**config.mk**
```make
export PLATFORM = sky130hd
export DESIGN_NAME = fetch_pipe
export DESIGN_NICKNAME = d
export VERILOG_FILES = /design/src/rtl/fetch_pipe_pkg.sv /design/src/rtl/fp_pc_unit.sv /design/src/rtl/fp_fill_track.sv /design/src/rtl/fp_slot_chain.sv /design/src/rtl/fetch_pipe.sv
export SDC_FILE = /design/constraint.sdc
export NUM_CORES = 1
export LEC_CHECK = 0
export BUFFER_PORTS_ARGS = -buffer_cell sky130_fd_sc_hd__buf_2
export CAP_MARGIN = 20
export CORE_MARGIN = 2
export CORE_UTILIZATION = 40
export DETAILED_ROUTE_END_ITERATION = 8
export PLACE_DENSITY = 0.79
export SLEW_MARGIN = 15
export SYNTH_ARGS = -nofsm -noshare
export SYNTH_HDL_FRONTEND = slang
export SYNTH_SLANG_ARGS = --single-unit
```
**constraint.sdc**
```tcl
create_clock -name clk -period 2.3 [get_ports clk]
set_clock_uncertainty 0.05 [all_clocks]
set_input_delay 0.345 -clock clk [delete_from_list [all_inputs] [get_ports clk]]
set_output_delay 0.345 -clock clk [all_outputs]
set_load 0.05 [all_outputs]
```
**src/rtl/fetch_pipe_pkg.sv**
```systemverilog
package fetch_pipe_pkg;
  parameter int unsigned AW   = 32;
  parameter int unsigned IW   = 32;
  parameter int unsigned NSTG = 3;
  localparam int unsigned HW  = IW / 2;

  typedef struct packed {
    logic          vld;
    logic [AW-1:0] addr;
    logic [IW-1:0] insn;
  } slot_t;

  // Program counter stride for the selected encoding.
  function automatic logic [AW-1:0] pc_stride(input logic narrow);
    return narrow ? AW'(2) : AW'(4);
  endfunction

  // Clear the low address bits that the selected encoding never uses.
  function automatic logic [AW-1:0] align_fetch(input logic [AW-1:0] a,
                                                input logic narrow);
    return narrow ? {a[AW-1:1], 1'b0} : {a[AW-1:2], 2'b00};
  endfunction

  // Halfword reads keep only the low half, zero-extended.
  function automatic logic [IW-1:0] shape_insn(input logic [IW-1:0] raw,
                                               input logic half);
    return half ? {{(IW-HW){1'b0}}, raw[HW-1:0]} : raw;
  endfunction
endpackage

```
**src/rtl/fp_pc_unit.sv**
```systemverilog
module fp_pc_unit
  import fetch_pipe_pkg::*;
(
  input  logic          clk,
  input  logic          rst_n,
  input  logic          adv,
  input  logic          load,
  input  logic [AW-1:0] load_pc,
  input  logic          narrow,
  output logic [AW-1:0] pc_q,
  output logic [AW-1:0] fetch_addr
);
  logic [AW-1:0] pc_next;

  assign pc_next    = pc_q + pc_stride(narrow);
  assign fetch_addr = align_fetch(pc_next, narrow);

  always_ff @(posedge clk or negedge rst_n) begin
    if (!rst_n)    pc_q <= '0;
    else if (load) pc_q <= load_pc;
    else if (adv)  pc_q <= pc_next;
  end
endmodule

```
**src/rtl/fp_fill_track.sv**
```systemverilog
module fp_fill_track
  import fetch_pipe_pkg::*;
(
  input  logic          clk,
  input  logic          rst_n,
  input  logic          adv,
  input  logic          load,
  input  logic          narrow,
  input  logic [IW-1:0] raw,
  output logic          pend,
  output logic [IW-1:0] fill_word
);
  logic half_q;

  assign fill_word = shape_insn(raw, half_q);

  always_ff @(posedge clk or negedge rst_n) begin
    if (!rst_n) begin
      pend   <= 1'b0;
      half_q <= 1'b0;
    end else if (load) begin
      pend   <= 1'b0;
    end else if (adv) begin
      pend   <= 1'b1;
      half_q <= narrow;
    end else begin
      pend   <= 1'b0;
    end
  end
endmodule

```
**src/rtl/fp_slot_chain.sv**
```systemverilog
module fp_slot_chain
  import fetch_pipe_pkg::*;
(
  input  logic                  clk,
  input  logic                  rst_n,
  input  logic                  adv,
  input  logic                  load,
  input  logic                  pend,
  input  logic [IW-1:0]         fill_word,
  input  logic [AW-1:0]         new_addr,
  output slot_t [NSTG-1:0]      slots
);
  for (genvar g = 0; g < NSTG; g++) begin : g_slot
    if (g == 0) begin : g_head
      always_ff @(posedge clk or negedge rst_n) begin
        if (!rst_n) begin
          slots[g] <= '0;
        end else if (load) begin
          slots[g].vld <= 1'b0;
        end else if (adv) begin
          slots[g].vld  <= 1'b1;
          slots[g].addr <= new_addr;
          slots[g].insn <= '0;
        end else if (pend) begin
          slots[g].insn <= fill_word;
        end
      end
    end else begin : g_tail
      always_ff @(posedge clk or negedge rst_n) begin
        if (!rst_n) begin
          slots[g] <= '0;
        end else if (load) begin
          slots[g].vld <= 1'b0;
        end else if (adv) begin
          slots[g] <= slots[g-1];
          if (g == 1 && pend) slots[g].insn <= fill_word;
        end
      end
    end
  end
endmodule

```
**src/rtl/fetch_pipe.sv**
```systemverilog
module fetch_pipe
  import fetch_pipe_pkg::*;
(
  input  logic          clk,
  input  logic          rst_n,
  input  logic          step_i,
  input  logic          narrow_i,
  input  logic          redir_i,
  input  logic [31:0]   redir_pc_i,
  output logic          mem_req_o,
  output logic [31:0]   mem_addr_o,
  output logic          mem_half_o,
  input  logic [31:0]   mem_rdata_i,
  output logic [31:0]   pc_o,
  output logic          fet_vld_o,
  output logic [31:0]   fet_addr_o,
  output logic [31:0]   fet_insn_o,
  output logic          dec_vld_o,
  output logic [31:0]   dec_addr_o,
  output logic [31:0]   dec_insn_o,
  output logic          exe_vld_o,
  output logic [31:0]   exe_addr_o,
  output logic [31:0]   exe_insn_o
);
  localparam int unsigned S_FET = 0;
  localparam int unsigned S_DEC = 1;
  localparam int unsigned S_EXE = NSTG - 1;

  // Named internal events used by the checker.
  logic do_flush;
  logic do_step;
  logic fill_pend;

  logic [AW-1:0]      fetch_addr;
  logic [IW-1:0]      fill_word;
  slot_t [NSTG-1:0]   slots;

  assign do_flush = redir_i;
  assign do_step  = step_i & ~redir_i;

  fp_pc_unit u_pc (
    .clk        (clk),
    .rst_n      (rst_n),
    .adv        (do_step),
    .load       (do_flush),
    .load_pc    (redir_pc_i),
    .narrow     (narrow_i),
    .pc_q       (pc_o),
    .fetch_addr (fetch_addr)
  );

  fp_fill_track u_fill (
    .clk       (clk),
    .rst_n     (rst_n),
    .adv       (do_step),
    .load      (do_flush),
    .narrow    (narrow_i),
    .raw       (mem_rdata_i),
    .pend      (fill_pend),
    .fill_word (fill_word)
  );

  fp_slot_chain u_chain (
    .clk       (clk),
    .rst_n     (rst_n),
    .adv       (do_step),
    .load      (do_flush),
    .pend      (fill_pend),
    .fill_word (fill_word),
    .new_addr  (fetch_addr),
    .slots     (slots)
  );

  assign mem_req_o  = do_step;
  assign mem_addr_o = fetch_addr;
  assign mem_half_o = narrow_i;

  assign fet_vld_o  = slots[S_FET].vld;
  assign fet_addr_o = slots[S_FET].addr;
  assign fet_insn_o = slots[S_FET].insn;
  assign dec_vld_o  = slots[S_DEC].vld;
  assign dec_addr_o = slots[S_DEC].addr;
  assign dec_insn_o = slots[S_DEC].insn;
  assign exe_vld_o  = slots[S_EXE].vld;
  assign exe_addr_o = slots[S_EXE].addr;
  assign exe_insn_o = slots[S_EXE].insn;
endmodule

```
==> flow_metrics.env, run 1 <==
export IMPL_die_area_um2=27100
export IMPL_fin_crit_ns=3.069
export IMPL_hold_start="redir_pc_i[29]"
export IMPL_syn_inst=1136
export IMPL_syn_cell_area_um2=10320
export IMPL_path_cells="ha_4 > fa_2 > nand4_4 > or4_4 > or4_4 > nand2_8 > buf_8"
export IMPL_rrSetupSlack_ns=-0.14
export IMPL_clk_pin_slew_ns=0.07
export IMPL_cts_root_buf="clkbuf_16"
export IMPL_vdd_drop_max_v=0.0006133
export IMPL_yosys_area_share_simple_pct=24.60
export IMPL_rows=58
export IMPL_muxShareOfSynthArea_pct=3.249
export IMPL_synth_ff_type="dfrtp_1"
export IMPL_drtPass1Iterations=5
export IMPL_filler_cell_count=2021
export IMPL_place_gp_congestion=0.9507
export IMPL_area_delta_synth_final_pct=49.98
export IMPL_crit_path_end_kind="primary output"
export IMPL_worst_hold_path_endpoint="u_pc.pc_q[29]"
export IMPL_r2r_cells=9
export IMPL_final_setup_worst_slack_ns=-0.7689
export IMPL_rr_endpoint="u_pc.pc_q[23]"
export IMPL_drt_wirelength_per_cell_um=19.23
export IMPL_worst_pin_slew_ns=0.7256
export IMPL_seqPwrFrac_pct=34.8
export IMPL_switching_share_pct=40.25
export IMPL_critPathLaunchType="flop"
export IMPL_layout_drive_gt1_share_pct=40.15
export IMPL_p_switching_mw=5.863
export IMPL_place_port_buffers=325
export IMPL_holdWs_ns=0.02923
export IMPL_criticalPathCategory="reg -> out"
export IMPL_hp_class="in -> reg"
export IMPL_drv_slew=0
export IMPL_coreArea_um2=25250
export IMPL_drt_iter0_markers=1043
export IMPL_async_flop_share_pct=100.0
export IMPL_track_usage_pct=25.54
export IMPL_synth_edf_count=0
export IMPL_status="finished, violations left"
export IMPL_h_tree_depth=1
export IMPL_synth_compound_area_share_pct=10.40
export IMPL_cpPeakStageDelay_ns=0.57
export IMPL_grt_max_degree=123
export IMPL_clk_latency_ns=0.52
export IMPL_synth_xor_area_share_pct=2.291
export IMPL_cp_arrival_ns=2.67
export IMPL_numCtsBuffers=25
export IMPL_cp_required_ns=1.90
export IMPL_cp_slowest_cell="or4_4"
export IMPL_syn_avg_cell_area_um2=9.084
export IMPL_critPathMaxFanout=6
export IMPL_start_util_pct=40.86
export IMPL_synth_adder_area_share_pct=0.5577
export IMPL_viasPerCell=5.378
export IMPL_ant_nets=0
export IMPL_power_clock_fraction_pct=30.5
export IMPL_drv_cap=0
export IMPL_fin_crit_sh_pct=133.4
export IMPL_yosys_warnings=0
export IMPL_finalSetupTns_ns=-13.94
export IMPL_grt_pass1_vias=9728
export IMPL_violations="negative setup slack"
export IMPL_pwr_share_comb_pct=34.7
export IMPL_drc=0
export IMPL_p_leak_nw=7.671
export IMPL_clock_sinks=226
export IMPL_synth_top_family_by_area="simple AND/OR/NAND/NOR gates"
export IMPL_seq_area_frac_synth_pct=54.80
export IMPL_dp_hpwl_um=25170
export IMPL_rsz0062_at_grt="true"
export IMPL_gr_total_overflow=0
export IMPL_setup_violations=33
export IMPL_io_pins=330
export IMPL_cts_buffer_depth=3
export IMPL_crit_top_cell="or4_4"
export IMPL_grt_pass1_wl_um=54440
export IMPL_pwr_density_cell_nw_per_um2=941.1
export IMPL_routed_wl_um=36620
export IMPL_cts_tree="built"
export IMPL_fp_dieW_um=164.6
export IMPL_max_freq_ghz=0.3258
export IMPL_die_height_um=164.6
export IMPL_ys_types=47
export IMPL_hold_depth=3
export IMPL_final_hold_violation_count=0
export IMPL_reg2reg_from="u_pc.pc_q[1]"
export IMPL_layout_nets=1623
export IMPL_antenna_found_initial=3
export IMPL_p_int_mw=8.702
export IMPL_slew_headroom_pct=51.63
export IMPL_vias=10240
export IMPL_synth_ff_latch_count=226
-- kinds of logic (layout without fill, tap and decap cells) --
family                   after synthesis  in the layout
AND/OR/NAND/NOR                      573            574
flip-flops                           226            226
AO/OA/AOI/OAI                        176            176
buffers and inverters                 97            526
adder cells (fa/ha/maj)                4              4
XOR/XNOR                              27             27
other                                  1              9
multiplexers                          32             32
-- cells in the final DEF (no fill, tap or decap), drive strengths merged, types with 7 or more instances in the layout --
| master | Yosys | final |
|---|---|---|
| dlygate4sd3 | 0 | 12 |
| nand3 | 29 | 29 |
| xor2 | 12 | 12 |
| nand4 | 20 | 20 |
| clkbuf | 64 | 34 |
| or3 | 9 | 9 |
| xnor2 | 15 | 15 |
| o21ai | 70 | 70 |
| nand2 | 397 | 397 |
| buf | 25 | 460 |
| inv | 7 | 10 |
| a21oi | 33 | 33 |
| mux2i | 20 | 20 |
| a31oi | 28 | 28 |
| and4 | 7 | 7 |
| nor2 | 36 | 36 |
| o31ai | 19 | 19 |
| a32o | 16 | 16 |
| or4 | 23 | 24 |
| mux2 | 12 | 12 |
| dfrtp | 226 | 226 |
| nor2b | 32 | 32 |
-- through the flow --
| step | setup WS (ns) | utilization [%] | instances | power, mW | instance area [µm²] |
|---|---|---|---|---|---|
| after global placement | -0.4863 | 53.86 | 1807 | 9.773 | 13600 |
| after CTS | -0.7835 | 60.39 | 1885 | 14.53 | 15250 |
| after detailed placement | -0.5220 | 53.89 | 1808 | 9.865 | 13610 |
| after global routing | -0.8218 | 61.27 | 1902 | 15.12 | 15470 |
| after floorplan | -0.3584 | - | 1139 | 8.362 | 11010 |
| final | -0.7689 | 61.29 | 1904 | 14.57 | 15480 |
-- worst max-delay path, delay by kind of cell (launching register included) --
kind                       cells  cell delay [ns]
and+or+nand+nor                4             1.27
adders and majority gates      2             0.36
buffers and inverters          1             0.14
DFF                            1             0.38
-- sequential cells by signal (all words and copies together), names as in the netlist --
signal and cells:
u_chain.slots 192, u_pc.pc_q 32, u_fill.half_q 1, u_fill.pend 1
-- power by group through the flow --
stage          Combinational, mW  Sequential, mW  Clock [mW]
2_1_floorplan               1.29            7.07           0
4_1_cts                     4.96            5.06        4.52
3_3_place_gp                4.68            5.09           0
3_5_place_dp                4.75            5.12           0
6_report                    5.06            5.07        4.44
5_1_grt                     5.30            5.14        4.68
-- Yosys cell counts, types with 7 or more instances --
cell type,number,share of area [%]
a21oi_1,33,1.6
a31oi_1,28,1.7
a32o_1,16,1.6
buf_1,8,0.29
buf_2,7,0.34
buf_4,8,0.58
clkbuf_1,63,2.3
dfrtp_1,226,55
mux2_2,12,1.3
mux2i_1,20,1.9
nand2_1,397,14
nand3_1,28,1.4
nand4_1,18,1.1
nor2_1,36,1.3
nor2b_1,32,1.9
o21ai_0,69,3.3
o31ai_1,19,1.4
or3_1,9,0.55
or4_1,19,1.4
xnor2_1,15,1.3
xor2_1,12,1.0
-- routing by layer --
metal | global-route usage (%) | share of wire (%)
met4 | 12.57 | 5.8
met3 | 3.943 | 6.6
met2 | 39.24 | 46
met5 | 0 | 0
met1 | 35.37 | 42
-- worst max path at each step --
stage	start	depth (start not counted)	end	slack [ns]
after floorplan	u_pc.pc_q[1]	6	mem_addr_o[25]	-0.36
after global placement	narrow_i	8	mem_addr_o[29]	-0.49
after detailed placement	narrow_i	8	mem_addr_o[25]	-0.52
after CTS	u_pc.pc_q[1]	7	mem_addr_o[29]	-0.78
after global routing	u_pc.pc_q[1]	7	mem_addr_o[25]	-0.82
final	u_pc.pc_q[1]	7	mem_addr_o[25]	-0.77
-- area by class of cell --
cell class              instances  area, µm²  area share, %
repair buffers                472       3252          21.01
flip-flops and latches        226       5685          36.73
clock inverters                12      224.0          1.447
diodes                          5      12.51        0.08084
multi-input cells             817       5169          33.40
well taps                     330      412.9          2.668
clock buffers                  34      689.4          4.454
inverters                       8      32.53         0.2102
-- timing repair --
action / in CTS / in global routing
hold buffers: 12 / 0
gates resized for setup: 106 / 25
endpoints found under the hold margin: 72 / 0
setup endpoints to repair: 36 / 41
setup buffers: 18 / 15
pin swaps: 26 / 31
gates cloned: 1 / 0
(Power assumes the default switching activity.)
==> run 2, diff against run 1 <==
--- a/config.mk
+++ b/config.mk
@@ -11,6 +11,7 @@
 export CORE_UTILIZATION = 40
 export DETAILED_ROUTE_END_ITERATION = 8
 export PLACE_DENSITY = 0.79
+export REMOVE_ABC_BUFFERS = 1
 export SLEW_MARGIN = 15
 export SYNTH_ARGS = -nofsm -noshare
 export SYNTH_HDL_FRONTEND = slang
==> constraint.sdc (replaced) <==
create_clock -name clk -period 2.3 [get_ports clk]
set_clock_uncertainty 0.05 [all_clocks]
set_input_delay 0.46 -clock clk [delete_from_list [all_inputs] [get_ports clk]]
set_output_delay 0.46 -clock clk [all_outputs]
set_load 0.05 [all_outputs]
==> flow_metrics.env, run 2 (same netlist as run 1, synthesis figures left out) <==
export IMPL_fp_dieW_um=164.6
export IMPL_rsz0062_at_grt="true"
export IMPL_p_leak_nw=7.731
export IMPL_grt_pass1_wl_um=55950
export IMPL_holdWs_ns=0.08165
export IMPL_drtPass1Iterations=8
export IMPL_critPathMaxFanout=6
export IMPL_drv_cap=0
export IMPL_grt_pass1_vias=10415
export IMPL_setup_violations=46
export IMPL_p_switching_mw=5.845
export IMPL_status="finished, violations left"
export IMPL_cts_root_buf="clkbuf_16"
export IMPL_stdcell_count=1923
export IMPL_routed_wl_um=37960
export IMPL_cts_buffer_depth=3
export IMPL_crit_path_end_kind="primary output"
export IMPL_dp_hpwl_um=22840
export IMPL_viasPerCell=5.613
export IMPL_drv_slew=0
export IMPL_fin_crit_ns=3.265
export IMPL_die_area_um2=27100
export IMPL_crit_top_cell="or4_4"
export IMPL_track_usage_pct=25.85
export IMPL_path_cells="ha_4 > fa_2 > nand4_4 > or4_4 > or4_4 > nand2_4 > buf_8"
export IMPL_largest_reg_flops=192
export IMPL_area_delta_synth_final_pct=48.75
export IMPL_cp_required_ns=1.79
export IMPL_rows=58
export IMPL_hp_class="in -> reg"
export IMPL_hold_depth=3
export IMPL_clock_sinks=226
export IMPL_drt_wirelength_per_cell_um=19.74
export IMPL_criticalPathCategory="reg -> out"
export IMPL_place_gp_congestion=0.8853
export IMPL_finalSetupTns_ns=-22.08
export IMPL_power_clock_fraction_pct=28.1
export IMPL_worst_hold_path_endpoint="u_pc.pc_q[22]"
export IMPL_dp_slack_ns=-0.8420
export IMPL_setup_worst_path_start="u_pc.pc_q[1]"
export IMPL_slew_headroom_pct=56.79
export IMPL_drt_iter0_markers=1057
export IMPL_io_pins=330
export IMPL_rr_endpoint="u_chain.slots[45]"
export IMPL_h_tree_depth=1
export IMPL_drc=0
export IMPL_final_hold_violation_count=0
export IMPL_cts_tree="built"
export IMPL_p_int_mw=8.206
export IMPL_gr_total_overflow=0
export IMPL_final_cell_mix="nand2_1, buf_2, dfrtp_1"
export IMPL_violations="negative setup slack"
export IMPL_cp_arrival_ns=2.76
export IMPL_ant_nets=0
export IMPL_vias=10793
export IMPL_seqPwrFrac_pct=35.6
export IMPL_switching_share_pct=41.60
export IMPL_grt_max_degree=80
export IMPL_antenna_found_initial=2
export IMPL_hold_start="redir_pc_i[22]"
export IMPL_worst_pin_slew_ns=0.6482
export IMPL_regMostFlops="u_chain.slots"
export IMPL_layout_nets=1647
export IMPL_place_inst=1814
export IMPL_clk_pin_slew_ns=0.06
export IMPL_biggestRegsByFlops="u_chain.slots x192, u_pc.pc_q x32"
export IMPL_reg2reg_from="u_pc.pc_q[1]"
export IMPL_start_util_pct=40.86
export IMPL_pwr_density_cell_nw_per_um2=915.4
export IMPL_cpPeakStageDelay_ns=0.54
export IMPL_fin_crit_sh_pct=142.0
export IMPL_r2r_cells=16
export IMPL_die_height_um=164.6
export IMPL_place_port_buffers=325
export IMPL_rrSetupSlack_ns=-0.64
export IMPL_final_setup_worst_slack_ns=-0.9654
export IMPL_pwr_share_comb_pct=36.3
export IMPL_max_freq_ghz=0.3062
export IMPL_coreArea_um2=25250
export IMPL_numCtsBuffers=26
export IMPL_clk_latency_ns=0.54
export IMPL_layout_drive_gt1_share_pct=40.23
export IMPL_layout_commonest_cell="nand2_1"
export IMPL_cp_slowest_cell="or4_4"
export IMPL_critPathLaunchType="flop"
export IMPL_vdd_drop_max_v=0.0006358
run 2: worst max-delay path by stage:
| stage | to | slack (ns) | depth (start not counted) |
|---|---|---|---|
| floorplan | u_chain.slots[50] | -6.10 | 5 |
| global placement | mem_addr_o[27] | -0.82 | 8 |
| detailed placement | mem_addr_o[27] | -0.84 | 8 |
| CTS | mem_addr_o[29] | -0.90 | 7 |
| global route | mem_addr_o[27] | -1.14 | 7 |
| finish | mem_addr_o[25] | -0.97 | 7 |
run 2: layer usage:
layer	vias to the layer above	global-route usage, %	share of wire (%)
met5	-	0	0
met4	0	12.25	6.0
met3	201	6.027	9.8
met2	672	43.02	48
met1	5212	31.82	36
li1	4708	-	-
run 2: critical path, delay by kind of cell (launching register included):
kind / cells / cell delay, ns
buffers and inverters: 1 / 0.14
and+or+nand+nor: 4 / 1.27
DFF: 1 / 0.39
adders and majority gates: 2 / 0.42
run 2: cell type report:
cell class | instances | area, µm²
tap | 330 | 412.9
timing repair buffer | 495 | 3431
sequential | 226 | 5658
inverter | 8 | 32.53
multi-input combinational | 817 | 5017
antenna | 2 | 5.005
fill | 1984 | 9903
clock buffer | 39 | 760.7
clock inverter | 6 | 33.78
run 2: repair_timing:
item | 4_1_cts | 5_1_grt
endpoints found under the hold margin | 44 | 0
endpoints found under the setup margin | 42 | 51
cloned | 1 | 0
resized for setup | 184 | 71
pin swaps | 46 | 39
hold buffers | 1 | 0
setup buffers | 43 | 29
run 2: power groups by stage:
stage / Sequential [mW] / Clock (mW) / Combinational [mW]
floorplan: 7.11 / 0 / 1.04
CTS: 4.99 / 3.98 / 4.92
finish: 5.01 / 3.94 / 5.10
global placement: 5.02 / 0 / 4.47
global route: 5.07 / 4.17 / 5.35
detailed placement: 5.04 / 0 / 4.54
run 2: stage by stage:
stage	area, µm²	power, mW	util, %
6_report	15350	14.05	60.79
5_1_grt	15350	14.59	60.77
4_1_cts	14900	13.89	59.02
3_5_place_dp	12940	9.582	51.23
3_3_place_gp	12940	9.488	51.23
2_1_floorplan	9942	8.146	-
==> run 3, diff against run 2 <==
--- a/config.mk
+++ b/config.mk
@@ -5,13 +5,13 @@
 export SDC_FILE = /design/constraint.sdc
 export NUM_CORES = 1
 export LEC_CHECK = 0
+export ABC_AREA = 1
 export BUFFER_PORTS_ARGS = -buffer_cell sky130_fd_sc_hd__buf_2
 export CAP_MARGIN = 20
 export CORE_MARGIN = 2
 export CORE_UTILIZATION = 40
 export DETAILED_ROUTE_END_ITERATION = 8
 export PLACE_DENSITY = 0.79
-export REMOVE_ABC_BUFFERS = 1
 export SLEW_MARGIN = 15
 export SYNTH_ARGS = -nofsm -noshare
 export SYNTH_HDL_FRONTEND = slang
==> flow_metrics.env, run 3 <==
export IMPL_status="finished, violations left"
export IMPL_violations="negative setup slack"
export IMPL_start_util_pct=40.57
export IMPL_grt_pass1_vias=9008
export IMPL_regMostFlops="u_chain.slots"
export IMPL_final_core_util_pct=56.68
export IMPL_cts_tree="built"
export IMPL_drv_slew=0
export IMPL_synth_ff_type="dfrtp_1"
export IMPL_layout_commonest_cell="nand2_1"
export IMPL_slew_headroom_pct=57.65
export IMPL_clock_sinks=226
export IMPL_place_gp_congestion=0.9402
export IMPL_synth_top_area_cell="dfrtp_1"
export IMPL_gr_total_overflow=0
export IMPL_holdWs_ns=0.1146
export IMPL_p_switching_mw=5.254
export IMPL_drtPass1Iterations=6
export IMPL_layout_drive_gt1_share_pct=34.51
export IMPL_die_height_um=160.6
export IMPL_drv_cap=0
export IMPL_pwr_share_comb_pct=32.7
export IMPL_finalSetupTns_ns=-10.46
export IMPL_async_flop_share_pct=100.0
export IMPL_setup_violations=30
export IMPL_numCtsBuffers=24
export IMPL_synth_top_area_share_pct=57.65
export IMPL_syn_avg_cell_area_um2=8.774
export IMPL_syn_inst=1118
export IMPL_final_setup_worst_slack_ns=-0.4720
export IMPL_max_freq_ghz=0.3608
export IMPL_synthTopCellsByArea="dfrtp_1, nand2_1, o21ai_0, inv_1, nand3_1"
export IMPL_grt_pass1_wl_um=48850
export IMPL_critPathLaunchType="flop"
export IMPL_routed_wl_um=31350
export IMPL_p_int_mw=7.954
export IMPL_rsz0062_at_grt="true"
export IMPL_yosysMostFrequentCell="nand2_1"
export IMPL_area_delta_synth_final_pct=39.69
export IMPL_hold_depth=3
export IMPL_final_hold_violation_count=0
export IMPL_ant_nets=0
export IMPL_cts_buffer_depth=3
export IMPL_place_port_buffers=325
export IMPL_worst_pin_slew_ns=0.6353
export IMPL_rows=57
export IMPL_drt_iter0_markers=908
export IMPL_drc=0
export IMPL_final_cell_mix="nand2_1, buf_2, dfrtp_1"
export IMPL_criticalPathCategory="reg -> out"
export IMPL_place_inst=1764
export IMPL_ys_types=31
export IMPL_largest_reg_flops=192
export IMPL_switching_share_pct=39.78
export IMPL_stdcell_count=1829
export IMPL_dp_hpwl_um=21900
export IMPL_vias=9178
export IMPL_layout_nets=1559
export IMPL_h_tree_depth=1
export IMPL_syn_cell_area_um2=9809
export IMPL_power_clock_fraction_pct=30.0
export IMPL_fin_crit_sh_pct=120.5
export IMPL_antenna_found_initial=2
export IMPL_io_pins=330
export IMPL_crit_path_end_kind="primary output"
export IMPL_cts_root_buf="clkbuf_16"
export IMPL_grt_max_degree=73
export IMPL_pwr_density_cell_nw_per_um2=963.9
export IMPL_cp_required_ns=1.79
export IMPL_p_leak_nw=7.208
export IMPL_cp_arrival_ns=2.26
export IMPL_drt_wirelength_per_cell_um=17.14
export IMPL_seqPwrFrac_pct=37.4
export IMPL_viasPerCell=5.018
export IMPL_synth_edf_count=0
export IMPL_fp_dieW_um=160.6
export IMPL_fin_crit_ns=2.772
export IMPL_clk_pin_slew_ns=0.06
export IMPL_r2r_cells=12
export IMPL_vdd_drop_max_v=0.0005348
export IMPL_synth_common_cells="nand2_1, dfrtp_1, o21ai_0"
export IMPL_track_usage_pct=23.67
export IMPL_biggestRegsByFlops="u_chain.slots x192, u_pc.pc_q x32"
export IMPL_clk_latency_ns=0.51
export IMPL_yosys_warnings=0
export IMPL_coreArea_um2=24180
export IMPL_critPathMaxFanout=5
export IMPL_seq_area_frac_synth_pct=57.65
export IMPL_synth_ff_latch_count=226
export IMPL_die_area_um2=25790
export IMPL_hp_class="in -> reg"
export IMPL_finalPower_mw=13.21
-- run 3: cell types whose count changed after synthesis, sizes merged, moves of 12 or more --
| cell | before | now |
|---|---|---|
| or4 | 23 | 0 |
| a21oi | 33 | 2 |
| clkbuf | 64 | 24 |
| o31ai | 19 | 0 |
| a32o | 16 | 0 |
| a22oi | 1 | 24 |
| nand2 | 397 | 431 |
| nand4 | 20 | 0 |
| nor2b | 32 | 0 |
| inv | 7 | 93 |
| o22ai | 0 | 16 |
| a31oi | 28 | 0 |
| mux2 | 12 | 0 |
| o21ai | 70 | 130 |
-- run 3: routing by layer --
layer  global-route usage, %  part of all wire, %  vias up  wire length (µm)
li1                        -                    -     4274                 -
met1                   31.57                   41     4387             12720
met2                   39.97                   49      450             15420
met3                   3.383                  7.3       67              2274
met4                   7.821                  3.0        0               943
met5                       0                    0        -                 0
-- run 3: worst max-delay path: stages, from the launching register on --
cell and delay, ns:
dfrtp_2 0.43, ha_4 0.17, fa_2 0.34, nand2_2 0.10, nor2_4 0.05, nand2_2 0.11, nor2_4 0.04, buf_12 0.14
nand2_2 0.07, nand2_2 0.05, nand2_2 0.10, buf_8 0.15
-- run 3: layout make-up --
type,count,area [µm²]
Clock buffer,35,723.2
Inverter,95,364.1
Timing Repair Buffer,399,2572
Tap cell,324,405.4
Fill cell,2077,10470
Multi-Input combinational cell,740,3871
Antenna cell,1,2.502
Clock inverter,9,97.59
Sequential cell,226,5667
-- run 3: metrics by stage --
stage	setup WS [ns]	instance area [µm²]
2_1_floorplan	-0.008261	9998
3_3_place_gp	-0.2873	12270
5_1_grt	-0.5404	13700
3_5_place_dp	-0.3559	12270
6_report	-0.4720	13700
4_1_cts	-0.4965	13510
-- run 3: cells by family after synthesis --
group | share of synthesized area [%]
AOI/OAI and AO/OA | 9.758
xor gates and xnor gates | 1.543
other | 0.03823
adders and majority gates | 0.5868
and+or+nand+nor | 22.22
buffers and inverters | 6.569
muxes | 1.633
DFF | 57.65
-- run 3: what timing repair did --
item | CTS | global route
setup buffers | 11 | 14
hold endpoints to repair | 65 | 0
gates resized for setup | 95 | 33
pin swaps | 13 | 18
setup endpoints to repair | 30 | 30
hold buffers | 1 | 0
-- run 3: worst paths after layout --
| kind | startpoint | endpoint | slack [ns] |
|---|---|---|---|
| setup / recovery | u_pc.pc_q[1] | mem_addr_o[23] | -0.47 |
| hold / removal | redir_pc_i[0] | u_pc.pc_q[0] | 0.11 |
| setup reg to reg | u_pc.pc_q[1] | u_pc.pc_q[23] | 0.26 |
| hold reg to reg | u_chain.slots[144] | u_chain.slots[144] | 0.41 |
| max in group asynchronous | rst_n | u_chain.slots[133] | 0.98 |
| min in group asynchronous | rst_n | u_chain.slots[130] | 0.44 |
-- run 3: power groups by stage --
stage	Clock, mW	Sequential (mW)	Combinational, mW
after floorplan	0	6.82	1.05
after global placement	0	4.97	4.07
after detailed placement	0	4.98	4.11
after CTS	4.05	4.92	4.29
after global routing	4.23	5.00	4.56
final	3.96	4.93	4.32
